--- config.mk ---
export PLATFORM = sky130hd
export DESIGN_NAME = boot_overlay_decoder
export DESIGN_NICKNAME = d
export VERILOG_FILES = /design/src/rtl/bootmap_pkg.sv /design/src/rtl/bootmap_window.sv /design/src/rtl/bootmap_unmap_reg.sv /design/src/rtl/bootmap_rdata_mux.sv /design/src/rtl/boot_overlay_decoder.sv
export SDC_FILE = /design/constraint.sdc
export NUM_CORES = 1
export LEC_CHECK = 0
export ABC_AREA = 1
export BUFFER_PORTS_ARGS = -buffer_cell sky130_fd_sc_hd__buf_2
export CELL_PAD_IN_SITES_DETAIL_PLACEMENT = 0
export CELL_PAD_IN_SITES_GLOBAL_PLACEMENT = 1
export CORE_MARGIN = 2
export CORE_UTILIZATION = 17
export DETAILED_ROUTE_END_ITERATION = 8
export GPL_TIMING_DRIVEN = 0
export PLACE_DENSITY = 0.79
export SYNTH_ARGS = -nofsm -noshare
export SYNTH_HDL_FRONTEND = slang
export SYNTH_SLANG_ARGS = --single-unit
export TNS_END_PERCENT = 20
--- constraint.sdc ---
create_clock -name clk -period 2.9 [get_ports clk]
set_input_delay 0.58 -clock clk [delete_from_list [all_inputs] [get_ports clk]]
set_output_delay 0.58 -clock clk [all_outputs]
set_load 0.02 [all_outputs]
--- src/rtl/bootmap_pkg.sv ---
package bootmap_pkg;
   typedef enum logic {
      SRC_CART = 1'b0,
      SRC_BOOT = 1'b1
   } bootmap_src_e;

   typedef struct packed {
      logic reg_hit;
      logic arm_hit;
   } bootmap_wdec_t;

   function automatic int unsigned bootmap_clog2(input int unsigned v);
      int unsigned r;
      r = 0;
      while ((32'd1 << r) < v) r++;
      return r;
   endfunction
endpackage

--- src/rtl/bootmap_window.sv ---
module bootmap_window #(
   parameter int unsigned ADDR_W   = 16,
   parameter int unsigned IDX_W    = 11,
   parameter int unsigned BASE     = 0,
   parameter int unsigned SIZE     = 256,
   parameter int unsigned IDX_BASE = 0
) (
   input  logic [ADDR_W-1:0] addr,
   output logic              hit,
   output logic [IDX_W-1:0]  idx
);
   localparam logic [ADDR_W:0]   LO_X   = (ADDR_W+1)'(BASE);
   localparam logic [ADDR_W:0]   HI_X   = (ADDR_W+1)'(BASE + SIZE);
   localparam logic [ADDR_W-1:0] BASE_A = ADDR_W'(BASE);
   localparam logic [IDX_W-1:0]  IBASE  = IDX_W'(IDX_BASE);

   if (SIZE == 0) begin : g_bad_size
      $error("bootmap_window: SIZE must be nonzero");
   end
   if ((BASE + SIZE) > (1 << ADDR_W)) begin : g_bad_span
      $error("bootmap_window: window runs past the address space");
   end
   if ((IDX_BASE + SIZE) > (1 << IDX_W)) begin : g_bad_idx
      $error("bootmap_window: window runs past the ROM index range");
   end

   logic [ADDR_W:0] addr_x;
   logic [IDX_W-1:0] offs;

   always_comb begin
      addr_x = {1'b0, addr};
      hit    = (addr_x >= LO_X) && (addr_x < HI_X);
      offs   = IDX_W'(addr - BASE_A);
      idx    = offs + IBASE;
   end
endmodule

--- src/rtl/bootmap_unmap_reg.sv ---
module bootmap_unmap_reg
   import bootmap_pkg::*;
#(
   parameter int unsigned ADDR_W   = 16,
   parameter int unsigned DATA_W   = 8,
   parameter int unsigned REG_ADDR = 16'hFF50,
   parameter int unsigned ARM_MASK = 1
) (
   input  logic              clk,
   input  logic              rst_n,
   input  logic [ADDR_W-1:0] addr,
   input  logic              wr,
   input  logic [DATA_W-1:0] wdata,
   output bootmap_wdec_t     wdec,
   output logic              overlay_on
);
   localparam logic [ADDR_W-1:0] REG_A  = ADDR_W'(REG_ADDR);
   localparam logic [DATA_W-1:0] MASK_D = DATA_W'(ARM_MASK);

   if (ARM_MASK == 0) begin : g_bad_mask
      $error("bootmap_unmap_reg: ARM_MASK must select at least one bit");
   end
   if (REG_ADDR >= (1 << ADDR_W)) begin : g_bad_addr
      $error("bootmap_unmap_reg: REG_ADDR outside the address space");
   end

   always_comb begin
      wdec.reg_hit = wr && (addr == REG_A);
      wdec.arm_hit = wdec.reg_hit && ((wdata & MASK_D) != '0);
   end

   // One-way flag: it can only fall, and reset alone raises it
   always_ff @(posedge clk or negedge rst_n) begin
      if (!rst_n) begin
         overlay_on <= 1'b1;
      end else if (overlay_on && wdec.arm_hit) begin
         overlay_on <= 1'b0;
      end
   end
endmodule

--- src/rtl/bootmap_rdata_mux.sv ---
module bootmap_rdata_mux
   import bootmap_pkg::*;
#(
   parameter int unsigned DATA_W = 8
) (
   input  bootmap_src_e      src,
   input  logic              rd,
   input  logic [DATA_W-1:0] boot_rdata,
   input  logic [DATA_W-1:0] cart_rdata,
   output logic [DATA_W-1:0] rdata,
   output logic              cart_rd
);
   always_comb begin
      unique case (src)
         SRC_BOOT: begin
            rdata   = boot_rdata;
            cart_rd = 1'b0;
         end
         default: begin
            rdata   = cart_rdata;
            cart_rd = rd;
         end
      endcase
   end
endmodule

--- src/rtl/boot_overlay_decoder.sv ---
module boot_overlay_decoder
   import bootmap_pkg::*;
#(
   parameter int unsigned ADDR_W      = 16,
   parameter int unsigned DATA_W      = 8,
   parameter int unsigned BOOT_AW     = 11,
   parameter bit          DUAL_WINDOW = 1'b1,
   parameter int unsigned LOW_BASE    = 16'h0000,
   parameter int unsigned LOW_SIZE    = 256,
   parameter int unsigned HIGH_BASE   = 16'h0200,
   parameter int unsigned HIGH_SIZE   = 1792,
   parameter int unsigned UNMAP_ADDR  = 16'hFF50,
   parameter int unsigned UNMAP_MASK  = 1
) (
   input  logic               clk,
   input  logic               rst_n,
   input  logic [ADDR_W-1:0]  cpu_addr,
   input  logic               cpu_rd,
   input  logic               cpu_wr,
   input  logic [DATA_W-1:0]  cpu_wdata,
   output logic [DATA_W-1:0]  cpu_rdata,
   output logic [BOOT_AW-1:0] boot_addr,
   input  logic [DATA_W-1:0]  boot_rdata,
   output logic               boot_sel,
   output logic               cart_rd,
   output logic               cart_wr,
   input  logic [DATA_W-1:0]  cart_rdata
);
   localparam int unsigned ROM_BYTES = DUAL_WINDOW ? (LOW_SIZE + HIGH_SIZE) : LOW_SIZE;
   localparam int unsigned NEED_AW   = bootmap_clog2(ROM_BYTES);
   localparam int unsigned HIGH_IDX  = LOW_SIZE;

   if (NEED_AW > BOOT_AW) begin : g_bad_aw
      $error("boot_overlay_decoder: BOOT_AW too narrow for the overlay");
   end
   if (DUAL_WINDOW && (HIGH_BASE < LOW_BASE + LOW_SIZE)) begin : g_bad_order
      $error("boot_overlay_decoder: high window must lie above the low window");
   end
   if ((UNMAP_ADDR >= LOW_BASE) && (UNMAP_ADDR < LOW_BASE + LOW_SIZE)) begin : g_bad_reg
      $error("boot_overlay_decoder: register address inside the overlay");
   end

   logic               overlay_on;
   bootmap_wdec_t      wdec;
   logic               low_hit;
   logic [BOOT_AW-1:0] low_idx;
   logic               high_hit;
   logic [BOOT_AW-1:0] high_idx;
   bootmap_src_e       src;

   bootmap_unmap_reg #(
      .ADDR_W   (ADDR_W),
      .DATA_W   (DATA_W),
      .REG_ADDR (UNMAP_ADDR),
      .ARM_MASK (UNMAP_MASK)
   ) u_unmap (
      .clk        (clk),
      .rst_n      (rst_n),
      .addr       (cpu_addr),
      .wr         (cpu_wr),
      .wdata      (cpu_wdata),
      .wdec       (wdec),
      .overlay_on (overlay_on)
   );

   bootmap_window #(
      .ADDR_W   (ADDR_W),
      .IDX_W    (BOOT_AW),
      .BASE     (LOW_BASE),
      .SIZE     (LOW_SIZE),
      .IDX_BASE (0)
   ) u_low_win (
      .addr (cpu_addr),
      .hit  (low_hit),
      .idx  (low_idx)
   );

   if (DUAL_WINDOW) begin : g_dual
      bootmap_window #(
         .ADDR_W   (ADDR_W),
         .IDX_W    (BOOT_AW),
         .BASE     (HIGH_BASE),
         .SIZE     (HIGH_SIZE),
         .IDX_BASE (HIGH_IDX)
      ) u_high_win (
         .addr (cpu_addr),
         .hit  (high_hit),
         .idx  (high_idx)
      );
   end else begin : g_single
      assign high_hit = 1'b0;
      assign high_idx = '0;
   end

   always_comb begin
      src       = (overlay_on && (low_hit || high_hit)) ? SRC_BOOT : SRC_CART;
      boot_sel  = (src == SRC_BOOT);
      boot_addr = high_hit ? high_idx : low_idx;
      cart_wr   = cpu_wr && !wdec.reg_hit;
   end

   bootmap_rdata_mux #(
      .DATA_W (DATA_W)
   ) u_mux (
      .src        (src),
      .rd         (cpu_rd),
      .boot_rdata (boot_rdata),
      .cart_rdata (cart_rdata),
      .rdata      (cpu_rdata),
      .cart_rd    (cart_rd)
   );
endmodule

==> flow_summary.toml <==
[yosys]
syn_nets = 129
yosysSeqAreaShare_pct = 5.74
ys_ff_latch = 1
netlist_top_cells_area = "nand2_1 20%, buf_4 15%, nand3_1 9.8%"
synth_top_area_share_pct = 20.5
synth_warnings = 0
synth_largest_area_cell = "nand2_1"
postSynthCellCount = 82
synth.distinct_cells = 17
synth_area_um2 = 458
synth.avg_cell_area_um2 = 5.58

[timing]
hold-worst-slack_ps = 514
setup_viol = 0
skew_ps = 0
fmax_mhz = 393
relSlewSlack_pct = 86.7
hold_viol_final = 0
slew_violations = 0
min_period_ps = 2540
fin_tns_setup_ps = 0
grt_setup_unrepaired = "no"
finalCritPeriodShare_pct = 87.6
tightest_slew_ps = 198

[clock_tree]
ctsHoldBuffers = 0
post-cts-setup-buffers = 0
clk_pin_slew_worst_paths_ps = 0
cts_resized = 0
clock_latency_ps = 0

[setup_path]
reg2reg_from = "u_unmap.overlay_on$_DFFE_PN1P_"
critPathArrivalTime_ps = 1960
crit_type = "in2out"
worstPathRequired_ps = 2320
start_kind = "primary input"
r2r_end = "u_unmap.overlay_on$_DFFE_PN1P_"
worstRegToRegCells = 3
reg2reg_slack_ps = 2040
worstPathMaxFanout = 9
end_kind = "primary output"

[cells_and_area]
antenna_cells = 0
instances_no_fill = 170
drive_gt1_share_pct = 55.0
nets = 189
syn_to_final_growth_pct = 71.6
fillerInstances = 305
seq_area_um2 = 26.3
multi_input_area_um2 = 330
top_regs = "u_unmap.overlay_on x1"
regMostFlops = "u_unmap.overlay_on"
layout_common_cells = "58 x buf_2, 25 x nand2_1, 9 x buf_4, 9 x nand3_1, 8 x inv_1"
layout_commonest_cell = "buf_2"
largest_register_ffs = 1

[drt]
vias = 691
route.detailed.drc = 0
drt_first_iter_violations = 17
drt-total-wl_um = 1460
drt_first_pass_iters = 2
post_drt_wl_per_cell_um = 8.57
avgViaCountPerCell = 4.06
ant_nets = 0

[floorplanning]
initial_core_util_pct = 18.2
num_rows = 18
design.core.area_um2 = 2520
die_area_um2 = 3120
ioPinCount = 66
die_h_um = 55.9
die_w_um = 55.9

[outcome]
status = "finished clean"

[global_route]
grt_pass1_wl_um = 2570
first_global_vias = 663
grt.total_usage_pct = 9.39
grt_max_degree = 11
antenna_found_initial = 0
grt_overflow = 0

[pwr]
power-per-cell-area_nw_per_um2 = 138
p_leak_nw = 0.505
vdd_drop_max_v = 0.0000614

[placement]
dp_hpwl_um = 1340
gp_congestion = 0.690
port-buffer-count = 58
dp_cells = 170

[run]
drv_cap = 0

[min_path]
hold_class = "in2async"
cell usage after synthesis:
master and instances:
and2_1 2, nand3_1 9, inv_2 1, nor3_1 1, nand2_2 2, dfstp_2 1
buf_4 9, nand2_1 25, ha_1 3, inv_1 8, o21ai_0 3, nor2_2 4
a21oi_1 1, nor2_1 6, nand2_4 2, xor2_1 1, nand4_1 4
metrics by stage:
| step | utilization [%] | power (mW) | setup WS (ps) | instance area [µm²] |
|---|---|---|---|---|
| 6_report | 31.2 | 0.108 | 359 | 786 |
| 5_1_grt | 31.2 | 0.118 | 188 | 786 |
| 4_1_cts | 31.2 | 0.110 | 336 | 786 |
| 3_5_place_dp | 31.2 | 0.109 | 338 | 786 |
| 3_3_place_gp | 31.2 | 0.107 | 386 | 786 |
| 2_1_floorplan | - | 0.0628 | 586 | 458 |
layout make-up:
type	instances	area share, %
tap	30	4.78
buffer	9	8.60
inverter	9	4.30
sequential	1	3.34
timing repair buffer	58	36.9
multi-input combinational	63	42.0
routing by layer:
metal / share of wire, % / up-vias / track usage [%]
li1: - / 369 / -
met4: 0 / 0 / 0
met3: 9.1 / 0 / 0.698
met2: 52 / 32 / 19.7
met1: 39 / 290 / 10.7
met5: 0 / - / 0
worst max-delay path by stage:
stage                     start            end  slack, ps
floorplan           cpu_addr[8]  boot_addr[10]        590
global placement    cpu_addr[8]   cpu_rdata[4]        390
detailed placement  cpu_addr[8]   cpu_rdata[7]        340
CTS                 cpu_addr[8]   cpu_rdata[7]        340
global route        cpu_addr[8]   cpu_rdata[1]        190
finish              cpu_addr[8]   cpu_rdata[7]        360
logic make-up (layout without fill, tap and decap cells):
logic type / count (synthesis) / after routing / share of synthesized area [%]
AO/OA/AOI/OAI: 4 / 4 / 4.37
flip-flops: 1 / 1 / 5.74
AND/OR/NAND/NOR: 55 / 55 / 57.6
adder cells (fa/ha/maj): 3 / 3 / 8.20
XOR/XNOR: 1 / 1 / 1.91
buffers and inverters: 18 / 76 / 22.1
critical path, stage by stage:
cell and delay (ps):
buf_2 110, inv_1 100, ha_1 210, nand2_1 80, a21oi_1 220, nand2_2 140, nand2_4 140, nand2_4 100
nand2_1 80, nand2_1 50, buf_2 150
power by group:
group	internal, mW	total, mW	leakage [nW]	switching, mW
clock network	0	0	0	0
logic	0.0432	0.0940	0.495	0.0508
registers	0.0142	0.0142	0.0103	0
total	0.0575	0.108	0.505	0.0508
Note: power is estimated with default switching activity, not from simulation.
